$ cat config.mk
export PLATFORM = sky130hd
export DESIGN_NAME = apc_datapath
export DESIGN_NICKNAME = d
export VERILOG_FILES = /design/src/rtl/apc_pkg.sv /design/src/rtl/apc_datapath.sv
export SDC_FILE = /design/constraint.sdc
export NUM_CORES = 1
export LEC_CHECK = 0
export BUFFER_PORTS_ARGS = -buffer_cell sky130_fd_sc_hd__buf_2
export CAP_MARGIN = 20
export CORE_UTILIZATION = 55
export CTS_CLUSTER_SIZE = 8
export DETAILED_ROUTE_END_ITERATION = 10
export GPL_TIMING_DRIVEN = 1
export PLACE_DENSITY_LB_ADDON = 0.1
export SYNTH_ARGS = -nofsm -noshare
export SYNTH_HDL_FRONTEND = slang
export SYNTH_SLANG_ARGS = --single-unit
$ cat constraint.sdc
create_clock -name clk -period 7.55 [get_ports clk]
set_input_delay 0.755 -clock clk [delete_from_list [all_inputs] [get_ports clk]]
set_output_delay 0.755 -clock clk [all_outputs]
set_load 0.05 [all_outputs]
$ cat src/rtl/apc_pkg.sv
package apc_pkg;

  typedef enum logic [2:0] {
    CMD_NOP = 3'd0,
    CMD_RD  = 3'd1,
    CMD_RDA = 3'd2,
    CMD_WR  = 3'd3,
    CMD_WRA = 3'd4,
    CMD_PRE = 3'd5,
    CMD_ACT = 3'd6,
    CMD_RSV = 3'd7
  } cmd_e;

  localparam int NUM_CLS   = 3;
  localparam int CLS_READ  = 0;
  localparam int CLS_WRITE = 1;
  localparam int CLS_ROW   = 2;

  // strobes from control to datapath
  typedef struct packed {
    logic                load;    // autoprecharge command issued: reload windows
    logic [NUM_CLS-1:0]  hitCls;  // destination class of the current command
    cmd_e                cmd;     // decoded command, for the violation record
  } strobe_t;

endpackage

$ cat src/rtl/apc_datapath.sv
module apc_datapath
  import apc_pkg::*;
#(
  parameter int BANK_W = 3,
  parameter int GAP_W  = 7
) (
  input  logic                           clk,
  input  logic                           rst_n,
  input  strobe_t                        stb,
  input  logic [BANK_W-1:0]              cmdBank,
  input  logic [NUM_CLS-1:0][GAP_W-1:0]  gapLen,
  output logic [NUM_CLS-1:0]             allowVec,
  output logic                           violation,
  output logic [2:0]                     violCmd,
  output logic [BANK_W-1:0]              violBank
);

  logic [NUM_CLS-1:0] clash;

  for (genvar i = 0; i < NUM_CLS; i++) begin : g_cls
    logic [GAP_W-1:0]  cnt;
    logic [GAP_W-1:0]  curM1;
    logic [GAP_W-1:0]  newM1;
    logic [BANK_W-1:0] owner;
    logic              takeNew;

    assign curM1   = (cnt == '0) ? '0 : cnt - GAP_W'(1);
    assign newM1   = gapLen[i] - GAP_W'(1);
    assign takeNew = stb.load && (newM1 >= curM1);

    always_ff @(posedge clk) begin
      if (!rst_n) begin
        cnt   <= '0;
        owner <= '0;
      end else begin
        cnt <= takeNew ? newM1 : curM1;
        if (takeNew) owner <= cmdBank;
      end
    end

    assign allowVec[i] = (cnt == '0);
    assign clash[i]    = stb.hitCls[i] && !allowVec[i] && (cmdBank != owner);
  end

  always_ff @(posedge clk) begin
    if (!rst_n) begin
      violation <= 1'b0;
      violCmd   <= '0;
      violBank  <= '0;
    end else if (!violation && (|clash)) begin
      violation <= 1'b1;
      violCmd   <= stb.cmd;
      violBank  <= cmdBank;
    end
  end

  // violation is sticky
  a_r9_sticky: assert property (@(posedge clk) disable iff (!rst_n)
    violation |=> violation);

  // the first offender record does not change
  a_r9_first_kept: assert property (@(posedge clk) disable iff (!rst_n)
    violation |=> ($stable(violCmd) && $stable(violBank)));

  // row commands are never blocked
  a_r6_row_open: assert property (@(posedge clk) disable iff (!rst_n)
    allowVec[CLS_ROW]);

  // a long write-to-read gap closes the read window on the next clock
  a_r2_read_closes: assert property (@(posedge clk) disable iff (!rst_n)
    (stb.load && stb.hitCls[CLS_WRITE] && (gapLen[CLS_READ] > GAP_W'(1)))
      |=> !allowVec[CLS_READ]);

endmodule

Word-level counts from Yosys, hierarchy flattened
Index checks and enable logic that the tools add are counted.
- flip-flop bits (word level): 37
- bits of input ports: 33
- output and inout port bits: 10
- logic and storage cells: 45
- add/subtract/negate cells: 6
- magnitude comparators: 3
- eq/ne operators: 3
- multiplexer cells: 6
- reduce and logical (&&, ||, !) cells: 18
- operator list (kind ; number):
    7-bit 2-to-1 mux ; 6
    7-bit by 1-bit subtractor with 7-bit output (second input constant) ; 6
    7-bit greater-or-equal comparator ; 3
    7-bit logical NOT ; 3
    1-bit logical AND ; 10
    3-bit inequality test ; 3
    1-bit logical NOT ; 4
    3-bit OR reduction ; 1

Depth between registers and ports, before layout
Gate-level depths: netlist of run 1.
- depth in word-level cells: 6
- gate-level depth with buffers: 13
- gate-level depth less buffers: 12

Least setup slack after synthesis of run 1
OpenSTA, ideal clock, no wires.
- kind: register -> register
- from: register g_cls[0].cnt[0]
- to: register g_cls[0].cnt[6]
- setup time: 0.115 ns
- arrival time: 2.751 ns
- data required time: 7.435 ns
- path slack: 4.685 ns
- stages on the path, launching flop included: 12
- path buffers: 0
- period minus slack after synthesis: 2.865 ns
- cells stage by stage: dfxtp_1 > inv_1 > ha_1 > nand2b_4 > nor4b_4 > nand2b_1 > ha_1 > a211oi_1 > nand2_1 > a31o_2 > and3_1 > o21a_1
- longest elaborated chain between the ends: 5
- elaborated cells on any way between the ends: 6
- those cells by class: add/sub: 1; order compare: 1; mux: 2; reduce/logical: 2
- RTL lines (what ; line ; source):
    start, declared ; apc_datapath.sv:21 ; logic [GAP_W-1:0] cnt;
    start signal, assigned ; apc_datapath.sv:36 ; cnt <= takeNew ? newM1 : curM1;
    7-bit logical NOT * ; - ;
    via allowVec[0] ; apc_datapath.sv:12 ; output logic [NUM_CLS-1:0] allowVec,
    7-bit 2-to-1 mux * ; apc_datapath.sv:27 ; assign curM1 = (cnt == '0) ? '0 : cnt - GAP_W'(1);
    7-bit greater-or-equal comparator ; apc_datapath.sv:29 ; assign takeNew = stb.load && (newM1 >= curM1);
    1-bit logical AND ; apc_datapath.sv:29 ;
    7-bit 2-to-1 mux * ; apc_datapath.sv:36 ;
The timed path passes the listed nets; every way through them passes the cells marked *.
A chain may end at the register's enable or synchronous reset.

Worst setup path in the final report of run 1
- from: register g_cls[2].cnt[0]
- to: register g_cls[2].cnt[5]
- longest elaborated chain between the ends: 5
- elaborated cells on any way between the ends: 6
- those cells by class: add/sub: 1; order compare: 1; mux: 2; reduce/logical: 2
- RTL lines (what ; line):
    start, declared ; apc_datapath.sv:21
    start signal, assigned ; apc_datapath.sv:36
    7-bit by 1-bit subtractor with 7-bit output / 7-bit logical NOT (equally long branches) ; apc_datapath.sv:27
    7-bit 2-to-1 mux * ; apc_datapath.sv:27
    7-bit greater-or-equal comparator ; apc_datapath.sv:29
    1-bit logical AND ; apc_datapath.sv:29
    7-bit 2-to-1 mux * ; apc_datapath.sv:36
Mark *: on every way between the ends. The rest lies on a longest branch, timed or not.

==> results of run 1 <==
-- worst max path at each step --
| stage | endpoint | slack [ns] |
|---|---|---|
| 6_report | g_cls[2].cnt[5] | 4.72 |
| 5_1_grt | g_cls[2].cnt[5] | 4.47 |
| 4_1_cts | g_cls[2].cnt[5] | 4.75 |
| 3_5_place_dp | g_cls[1].cnt[4] | 4.51 |
| 3_3_place_gp | g_cls[1].cnt[4] | 4.60 |
| 2_1_floorplan | g_cls[0].cnt[6] | 4.68 |
-- cells in the final DEF (no fill, tap or decap), types with 17 or more instances in the layout --
cell,count
inv_1,17
nor3_1,19
dfxtp_1,37
ha_1,27
nand3_1,25
nand2_1,24
buf_2,42
a21oi_1,24
o21ai_0,18
xor2_1,23
-- power by group through the flow --
| stage | Combinational [mW] | Clock [mW] | Sequential [mW] |
|---|---|---|---|
| 2_1_floorplan | 0.663 | 0 | 0.355 |
| 3_3_place_gp | 0.836 | 0 | 0.321 |
| 3_5_place_dp | 0.860 | 0 | 0.324 |
| 4_1_cts | 0.864 | 0.145 | 0.319 |
| 5_1_grt | 0.974 | 0.152 | 0.327 |
| 6_report | 0.867 | 0.140 | 0.319 |
-- area by class of cell --
type / instances / area (um2)
clock inverter: 3 / 17.52
fill: 437 / 1715
inverter: 17 / 63.81
sequential: 37 / 740.7
clock buffer: 5 / 68.82
timing repair buffer: 42 / 210.2
tap: 67 / 83.83
multi-input combinational: 276 / 1948
-- registers in the layout, summed over array words and instances (netlist names) --
register,cells
violCmd,3
g_cls.cnt,21
violBank,3
g_cls.owner,9
violation,1
-- stage by stage --
stage | utilization, % | hold slack [ns] | setup WS, ns | total power, mW
2_1_floorplan | - | 0.4653 | 4.685 | 1.018
3_3_place_gp | 62.84 | 0.4740 | 4.600 | 1.158
3_5_place_dp | 62.84 | 0.4809 | 4.508 | 1.184
4_1_cts | 64.62 | 0.4921 | 4.752 | 1.328
5_1_grt | 64.62 | 0.5121 | 4.470 | 1.453
6_report | 64.62 | 0.4903 | 4.716 | 1.326
-- worst max-delay path: stages, from the launching register on --
cell and delay, ns:
dfxtp_1 0.33, inv_1 0.06, ha_1 0.18, nor3b_2 0.26
nand2_1 0.16, o21ai_0 0.30, ha_1 0.33, a211oi_1 0.25
nand2_1 0.12, a31oi_2 0.43, nor3_1 0.09, a211oi_1 0.24
-- logic make-up (layout without fill, tap and decap cells) --
logic type | Yosys count | after routing | share of synthesized area [%]
compound gates | 93 | 93 | 21.53
xor+xnor | 35 | 35 | 10.83
fa+ha+maj | 27 | 27 | 11.94
buf+inv | 31 | 67 | 4.995
flops | 37 | 37 | 26.17
simple gates | 121 | 121 | 24.54
-- layer usage --
layer  share of wire [%]  track usage (%)  wire (um)
met1                  47            31.01       2902
met2                  47            40.88       2902
met3                 4.3            5.075        266
met4                 1.1            7.479         68
met5                   0                0          0
==> summary.md, run 1 <==
| Metric | Value |
|---|---|
| Post-DP Area | `3047 um2` |
| Final min period | `2.834 ns` |
| Total global routing overflow | `0` |
| WHS Endpoint | `g_cls[1].owner[2]` |
| EDFF count, synth | `0` |
| CP startpoint kind | `flip-flop` |
| Hold-fix buffers, CTS | `0` |
| PortBufs | `42` |
| Yosys top cell by area | `dfxtp_1` |
| Post-Synthesis Cells | `344` |
| Routability Congestion | `0.8255` |
| Initial Utilization | `between 50% and 60%` |
| Reg2Reg Launch Point | `g_cls[2].cnt[0]` |
| First DRT Iteration DRCs | `90` |
| Switching Fraction | `49.82%` |
| First-pass DRT Iterations | `5` |
| Synthesized area per cell | `between 8 and 9 um2` |
| HP Class | `reg -> reg` |
| Synth Register Bits | `37` |
| Post-Syn Area | `2830 um2` |
| DRC errors left | `0` |
| Final-report max-slew violation count | `0` |
| Hold wc startpoint | `g_cls[1].owner[2]` |
| Area share of the largest cell type after synthesis | `26.17%` |
| Num Clock Sinks | `37` |
| CTS Buffer Depth | `2` |
| Fin crit share | `37.53%` |
| Slew headroom | `35.03%` |
| Psw | `~0.66 mW` |
| CTS buffer count | `5` |
| Ys flop type | `dfxtp_1` |
| Endpoint class of the critical path | `flip-flop` |
| Worst setup path start | `g_cls[2].cnt[0]` |
| RSZ-0062 raised after global routing | `no` |
| First-pass GRT wire length | `10270 um` |
| Total wire length | `a little over 6000 um` |
| Worst-Skew Late Latency | `0.29 ns` |
| DP HPWL | `4627 um` |
| Worst vdd ir | `about 0.20 mV` |
| Ant. Diodes | `0` |
| Setup violators final | `0` |
| Status | `finished, final reports clean` |
| CTS tree | `yes` |
| CTS root buf | `clkbuf_8` |
| Sequential fraction of the synthesis area | `26.17%` |
| Logic gate share of total power | `65.4%` |
| Post-Place Cells | `between 400 and 500` |
| Netlist cell types | `44` |
| Clock network power share | `10.5%` |
| H-tree levels | `2` |
| Max Cap Violations | `0` |
| Actual slew at the worst max-slew pin | `0.9735 ns` |
| Async set or reset register ratio after synthesis | `0%` |
| Largest net degree at the start of global routing | `32` |
| R2r endpoint | `g_cls[2].cnt[5]` |
| Layout cells sized above 1 | `17.63%` |
| Antenna Nets Post-Route | `0` |
| Final std cells w/o fill | `447` |
| Pint | `around 0.67 mW` |
| CP required | `7.75 ns` |
| Synthesized Nets | `404` |
| Row cnt | `25` |
| Post-Layout Inst Area | `3133 um2` |
| Critical-path maximum fanout | `10` |
| Clock Skews | `0.004535 ns` |
| Fmax | `352.9 MHz` |
| Worst-path clk slew | `0.08 ns` |
| Leak | `1.357 nW` |
| # Post-CTS Setup Buffers | `0` |
| Hold Path Depth | `2` |
| Die Y | `roughly 74 um` |
| Core Area | `4848 um2` |
| Worst EP arrival | `roughly 3.0 ns` |
| Hold Vio Cnt, Final | `0` |
| FF-to-FF path depth | `11` |
| Via count | `2588` |
| Via density | `5.790` |
| Synth warn | `0` |
| Post-cts sizing count | `0` |
| Commonest cells post-synth | `37 x dfxtp_1, 27 x ha_1, 25 x nand3_1` |
| Area of the die | `about 5400 um2` |
| Tot GR Track Use | `24.29%` |
| Layout area overhead | `10.70%` |
| Power density cells | `about 420 nW/um2` |
| R2r setup slk | `roughly 4.7 ns` |
| WS Path Type | `reg -> reg` |
| Vias in the first global route | `2322` |
| Initial antenna violation count | `0` |
| Nets | `439` |
| Count leader, synth | `dfxtp_1` |
| Die X | `73.74 um` |
| Synth area leaders | `dfxtp_1 26%, ha_1 12%, xor2_1 7.1%` |
| Sequential share of power | `24.0%` |
| Final TNS setup | `0 ns` |
| Wire per inst | `13.73 um` |
| IO Pins | `between 40 and 50` |
No activity file was read; power rests on OpenSTA's default activity.
==> run 2, diff against run 1 <==
--- a/config.mk
+++ b/config.mk
@@ -7,7 +7,7 @@
 export LEC_CHECK = 0
 export BUFFER_PORTS_ARGS = -buffer_cell sky130_fd_sc_hd__buf_2
 export CAP_MARGIN = 20
-export CORE_UTILIZATION = 55
+export CORE_UTILIZATION = 52
 export CTS_CLUSTER_SIZE = 8
 export DETAILED_ROUTE_END_ITERATION = 10
 export GPL_TIMING_DRIVEN = 1
==> constraint.sdc (replaced) <==
create_clock -name clk -period 2.3 [get_ports clk]
set_input_delay 0.23 -clock clk [delete_from_list [all_inputs] [get_ports clk]]
set_output_delay 0.23 -clock clk [all_outputs]
set_load 0.05 [all_outputs]
==> summary.md, run 2 (synthesized netlist as in run 1, its figures left out) <==
| Metric | Value |
|---|---|
| Status | `finished with violations` |
| Failing checks | `negative setup slack` |
| RSZ-0062 raised after global routing | `yes` |
| Initial antenna violation count | `0 (unchanged)` |
| Max Cap Violations | `0 (unchanged)` |
| Total global routing overflow | `0 (unchanged)` |
| First-pass DRT Iterations | `4 (-1)` |
| Core Area | `5172 um2 (+6.7%)` |
| Ant. Diodes | `0 (unchanged)` |
| Most frequent CP cell | `o21ai_2` |
| Worst EP arrival | `2.67 ns (-0.36 ns)` |
| CTS root buf | `clkbuf_8` |
| Die Y | `75.78 um (+2.8%)` |
| PnR worst setup slack | `-0.1546 ns (-4.871 ns)` |
| Fmax | `407.4 MHz (+15%)` |
| Actual slew at the worst max-slew pin | `0.5178 ns (-0.4556 ns)` |
| CP max-delay cell | `or3_4` |
| Via count | `2955 (+14%)` |
| Final min period | `2.455 ns (-0.3792 ns)` |
| Fin crit share | `106.7% (+69 points)` |
| Num Clock Sinks | `37 (unchanged)` |
| DRC errors left | `0 (unchanged)` |
| Max reg flops | `21 (unchanged)` |
| Layout area overhead | `44.83%` |
| Endpoint class of the critical path | `flip-flop` |
| Initial Utilization | `54.72% (-3.7 points)` |
| Total wire length | `8006 um (+30%)` |
| Worst-Skew Late Latency | `0.30 ns (about the same)` |
| Setup violators final | `26 (+26)` |
| IO Pins | `43 (unchanged)` |
| Routability Congestion | `0.8460 (+2.5%)` |
| Top flop regs | `g_cls.cnt (21), g_cls.owner (9)` |
| H-tree levels | `2 (unchanged)` |
| Leak | `1.714 nW (+26%)` |
| Fillcell total | `356 (-19%)` |
| CTS buffer count | `5 (unchanged)` |
| First DRT Iteration DRCs | `208 (+130%)` |
| Row cnt | `26 (+4.0%)` |
| DP HPWL | `5280 um (+14%)` |
| Area of the die | `5742 um2 (+5.6%)` |
| Die X | `75.78 um (+2.8%)` |
| CP required | `2.51 ns (-5.24 ns)` |
| Power density cells | `1652 nW/um2 (+290%)` |
| Worst-path clk slew | `0.07 ns (about the same)` |
| Commonest non-fill, non-tap cell in the layout | `buf_4` |
| HP Class | `in -> reg` |
| Wire per inst | `15.76 um (+15%)` |
| Final-report max-slew violation count | `0 (unchanged)` |
| Hold-fix buffers, CTS | `0 (unchanged)` |
| WS Path Type | `reg -> reg` |
| CTS Buffer Depth | `2 (unchanged)` |
| Layout cells sized above 1 | `46.58% (+29 points)` |
| CP startpoint kind | `flip-flop` |
| CTS tree | `yes` |
| Vias in the first global route | `2689 (+16%)` |
| Nets | `497 (+13%)` |
| Most frequent cells in the layout | `46 x buf_4, 42 x buf_2, 32 x dfxtp_1, 21 x xor2_1` |
| Hold Vio Cnt, Final | `0 (unchanged)` |
| CP max stage delay | `0.37 ns (-0.06 ns)` |
| First-pass GRT wire length | `12050 um (+17%)` |
| Tot GR Track Use | `27.40% (+3.1 points)` |
| Post-layout util | `79.25% (+15 points)` |
| Bufs and invs on worst path | `2 (+1)` |
| Largest register by flop count | `g_cls.cnt` |
| Via density | `5.817 (+0.47%)` |
| PortBufs | `42 (unchanged)` |
| Antenna Nets Post-Route | `0 (unchanged)` |
| Worst vdd ir | `0.9956 mV (+400%)` |
| Clock Skews | `0.008476 ns (+0.003941 ns)` |
| Critical-path cell list | `buf_6 > or3_4 > nor3_4 > xor2_1 > o21ai_2 > ha_1 > o21a_1 > o21ai_2 > buf_4 > nor3_1 > a211oi_2` |
| Slew headroom | `65.44% (+30 points)` |
| Largest net degree at the start of global routing | `20 (-38%)` |
| Largest delay contributor family on the critical path | `compound AO/OA/AOI/OAI gates` |
| Critical-path maximum fanout | `5 (-5)` |
| Final TNS setup | `-1.557 ns (-1.557 ns)` |
[run 2: changes by cell type in the layout (fill, tap and decap cells not counted), moves of 8 or more]
cell     before  now
o21ai_0      18    4
buf_6         0   10
buf_4         0   46
nand2_1      24   16
ha_1         27   18
o21ai_2       0    8
nand3_1      25   17
[run 2: worst paths after layout]
check	startpoint	to	slack [ns]	cells past startpoint
worst max-delay path	g_cls[2].cnt[0]	g_cls[2].cnt[4]	-0.15	11
worst min-delay path	cmdBank[2]	g_cls[1].owner[2]	0.26	3
worst max register to register	g_cls[2].cnt[0]	g_cls[2].cnt[4]	-0.15	11
worst min register to register	g_cls[1].owner[2]	g_cls[1].owner[2]	0.49	2
[run 2: metal layers]
metal  global-route usage, %  part of all wire (%)
met4                   8.025                   2.6
met1                   34.41                    42
met5                       0                     0
met2                   47.39                    52
met3                   5.423                   4.0
[run 2: repair_timing]
item / 4_1_cts / 5_1_grt
gates cloned: 1 / 2
endpoints found under the setup margin: 30 / 30
resized for setup: 24 / 49
pin swaps: 20 / 20
buffers inserted: 14 / 2
[run 2: metrics by stage]
step | setup WS (ns) | power, mW | hold slack (ns) | cell area (um2) | instances
detailed placement | -0.1289 | 5.024 | 0.4811 | 3568 | 481
finish | -0.1546 | 6.772 | 0.2647 | 4099 | 508
CTS | -0.02462 | 6.065 | 0.2552 | 3864 | 504
global route | -0.2192 | 7.276 | 0.2757 | 4099 | 508
floorplan | -0.4856 | 3.925 | 0.4087 | 3062 | 344
global placement | -0.1080 | 4.923 | 0.4728 | 3568 | 481
[run 2: final cells by class]
cell class	count	area, um2	share of cell area, %
Multi-Input combinational cell	278	2446	59.68
Timing Repair Buffer	98	668.1	16.30
Clock inverter	2	10.01	0.2442
Inverter	17	67.56	1.648
Sequential cell	37	747.0	18.22
Tap cell	70	87.58	2.137
Clock buffer	6	72.57	1.770
[run 2: worst min-delay path: cells and delay by family]
| kind | cells | cell delay [ns] |
|---|---|---|
| buf+inv | 1 | 0.16 |
| compound gates | 1 | 0.05 |
| simple gates | 1 | 0.07 |
[run 2: power by group]
part	total, mW	switching, mW	internal, mW
logic	5.23	2.74	2.49
registers	1.08	0.211	0.871
clock network	0.457	0.246	0.210
total	6.77	3.20	3.57
==> run 3, diff against run 2 <==
==> constraint.sdc (replaced) <==
create_clock -name clk -period 2.3 [get_ports clk]
set_input_delay 0.115 -clock clk [delete_from_list [all_inputs] [get_ports clk]]
set_output_delay 0.115 -clock clk [all_outputs]
set_load 0.05 [all_outputs]
==> summary.md, run 3 (synthesized netlist as in run 1, its figures left out) <==
| Metric | Value |
|---|---|
| Leak | `1.695 nW (-1.1%)` |
| Critical-path cell list | `inv_2 > ha_4 > nor3b_4 > and3b_2 > or2_4 > ha_4 > nand2_4 > o21ai_4 > a31oi_4 > nor3_1 > a211oi_2` |
| Post-Layout Inst Area | `4108 um2 (+0.21%)` |
| Tot GR Track Use | `28.59% (+1.2 points)` |
| Clock Skews | `0.007573 ns (-0.0009029 ns)` |
| Top flop regs | `g_cls.cnt (21), g_cls.owner (9)` |
| Routability Congestion | `0.8561 (+1.2%)` |
| First-pass GRT wire length | `12360 um (+2.6%)` |
| First-pass DRT Iterations | `4 (unchanged)` |
| Final min period | `2.526 ns (+0.07094 ns)` |
| Largest delay contributor family on the critical path | `simple AND/OR/NAND/NOR gates` |
| Reg2Reg Launch Point | `g_cls[2].cnt[0]` |
| Post-DP Area | `3553 um2 (-0.42%)` |
| H-tree levels | `2 (unchanged)` |
| Via count | `2946 (-0.30%)` |
| Total wire length | `8392 um (+4.8%)` |
| PnR worst setup slack | `-0.2255 ns (-0.07094 ns)` |
| CP startpoint kind | `flip-flop` |
| Die X | `75.78 um (unchanged)` |
| Max reg flops | `21 (unchanged)` |
| IO Pins | `43 (unchanged)` |
| DRC errors left | `0 (unchanged)` |
| Bufs and invs on worst path | `1 (-1)` |
| CTS tree | `yes` |
| Fin crit share | `109.8% (+3.1 points)` |
| Max Cap Violations | `0 (unchanged)` |
| Row cnt | `26 (unchanged)` |
| Hold-fix buffers, CTS | `0 (unchanged)` |
| Layout area overhead | `45.14%` |
| CTS root buf | `clkbuf_8` |
| Slew headroom | `60.49% (-5.0 points)` |
| Hold Vio Cnt, Final | `0 (unchanged)` |
| Final-report max-slew violation count | `0 (unchanged)` |
| Worst-path clk slew | `0.08 ns (about the same)` |
| Status | `finished with violations` |
| Actual slew at the worst max-slew pin | `0.5885 ns (+0.07065 ns)` |
| Initial Utilization | `54.72% (unchanged)` |
| HP Class | `in -> reg` |
| Largest register by flop count | `g_cls.cnt` |
| Grt met1 use | `33.33% (-1.1 points)` |
| CP max-delay cell | `dfxtp_2` |
| Num Clock Sinks | `37 (unchanged)` |
| Hold wc startpoint | `cmdBank[0]` |
| CP max stage delay | `0.35 ns (-0.02 ns)` |
| Core Area | `5172 um2 (unchanged)` |
| Largest net degree at the start of global routing | `29 (+45%)` |
| Worst EP arrival | `2.69 ns (+0.02 ns)` |
| Setup violators final | `29 (+12%)` |
| Area of the die | `5742 um2 (unchanged)` |
| Nets | `491 (-1.2%)` |
| CTS Buffer Depth | `2 (unchanged)` |
| CP required | `2.46 ns (-0.05 ns)` |
| PortBufs | `42 (unchanged)` |
| Grt peak-use layer | `met2` |
| Worst setup path start | `g_cls[2].cnt[0]` |
| DP HPWL | `5425 um (+2.7%)` |
| Die Y | `75.78 um (unchanged)` |
| Total global routing overflow | `0 (unchanged)` |
| Met2 usage | `51.33% (+3.9 points)` |
| Layout cells sized above 1 | `47.69% (+1.1 points)` |
| Setup WS pre-CTS | `-0.1776 ns (-0.04868 ns)` |
| Antenna Nets Post-Route | `0 (unchanged)` |
| Vias in the first global route | `2755 (+2.5%)` |
| Wire per inst | `16.72 um (+6.1%)` |
| RSZ-0062 raised after global routing | `yes` |
| Ant. Diodes | `0 (unchanged)` |
| Most frequent cells in the layout | `45 x buf_4, 42 x buf_2, 31 x dfxtp_1, 22 x xor2_1` |
| Failing checks | `negative setup slack` |
| Fmax | `396.0 MHz (-2.8%)` |
| Endpoint class of the critical path | `flip-flop` |
| WS Path Type | `reg -> reg` |
| Critical-path maximum fanout | `5 (unchanged)` |
| Power density cells | `1668 nW/um2 (+0.94%)` |
| Commonest non-fill, non-tap cell in the layout | `buf_4` |
| First DRT Iteration DRCs | `159 (-24%)` |
| Most frequent CP cell | `ha_4` |
| CTS buffer count | `5 (unchanged)` |
| Met3 Use GR | `5.291% (-0.13 points)` |
| Initial antenna violation count | `0 (unchanged)` |
| Worst-Skew Late Latency | `0.30 ns (about the same)` |
| Worst vdd ir | `1.033 mV (+3.8%)` |
| Via density | `5.869 (+0.89%)` |
## run 3: changes by cell type in the layout (fill, tap and decap cells not counted), sizes merged
| cell | previous run | this run |
|---|---|---|
| clkbuf | 6 | 5 |
| bufinv | 0 | 1 |
| buf | 98 | 92 |
| clkinv | 2 | 1 |
| clkinvlp | 1 | 2 |
## run 3: layout make-up
type / instances / area (um2)
Multi-Input combinational cell: 278 / 2485
Fill cell: 340 / 1065
Sequential cell: 37 / 748.2
Timing Repair Buffer: 92 / 604.3
Tap cell: 70 / 87.58
Clock buffer: 5 / 68.82
Inverter: 17 / 67.56
Clock inverter: 3 / 46.29
## run 3: stage by stage
stage	hold slack [ns]	setup TNS [ns]	power (mW)	std cells	utilization, %
6_report	0.1580	-2.116	6.850	502	79.41
5_1_grt	0.1698	-5.079	7.292	502	79.41
4_1_cts	0.1472	-0.2457	6.248	496	75.54
3_5_place_dp	0.4629	-3.174	5.049	479	68.70
3_3_place_gp	0.4576	-0.7004	4.926	479	68.70
2_1_floorplan	0.2937	-4.835	3.925	344	-
## run 3: repair_timing
action | CTS | global route
resized for setup | 35 | 41
gates cloned | 2 | 1
pin swaps | 28 | 21
endpoints found under the setup margin | 30 | 30
setup buffers | 8 | 5
## run 3: worst paths after layout
check / slack, ns / cells past startpoint / endpoint
setup / recovery: -0.23 / 11 / g_cls[2].cnt[4]
hold / removal: 0.16 / 3 / g_cls[1].owner[0]
setup reg to reg: -0.23 / 11 / g_cls[2].cnt[4]
hold reg to reg: 0.49 / 2 / g_cls[0].owner[0]
## run 3: power breakdown
group | leakage (nW) | switching [mW] | internal, mW
sequential | 0.308 | 0.221 | 0.873
combinational | 1.33 | 2.77 | 2.40
clock | 0.0543 | 0.263 | 0.325
total | 1.70 | 3.25 | 3.60
## run 3: per-layer routing
metal  wire length (um)  vias to the layer above
met1               3422                     1398
met4                300                        0
met3                376                       29
met2               4292                       91
met5                  0                        -
li1                   -                     1428
## run 3: worst reg2reg max path: stages, from the launching register on
cell      delay [ns]
dfxtp_2         0.35
inv_2           0.05
ha_4            0.15
nor3b_4         0.16
and3b_2         0.24
or2_4           0.28
ha_4            0.28
nand2_4         0.04
o21ai_4         0.23
a31oi_4         0.17
nor3_1          0.34
a211oi_2        0.10
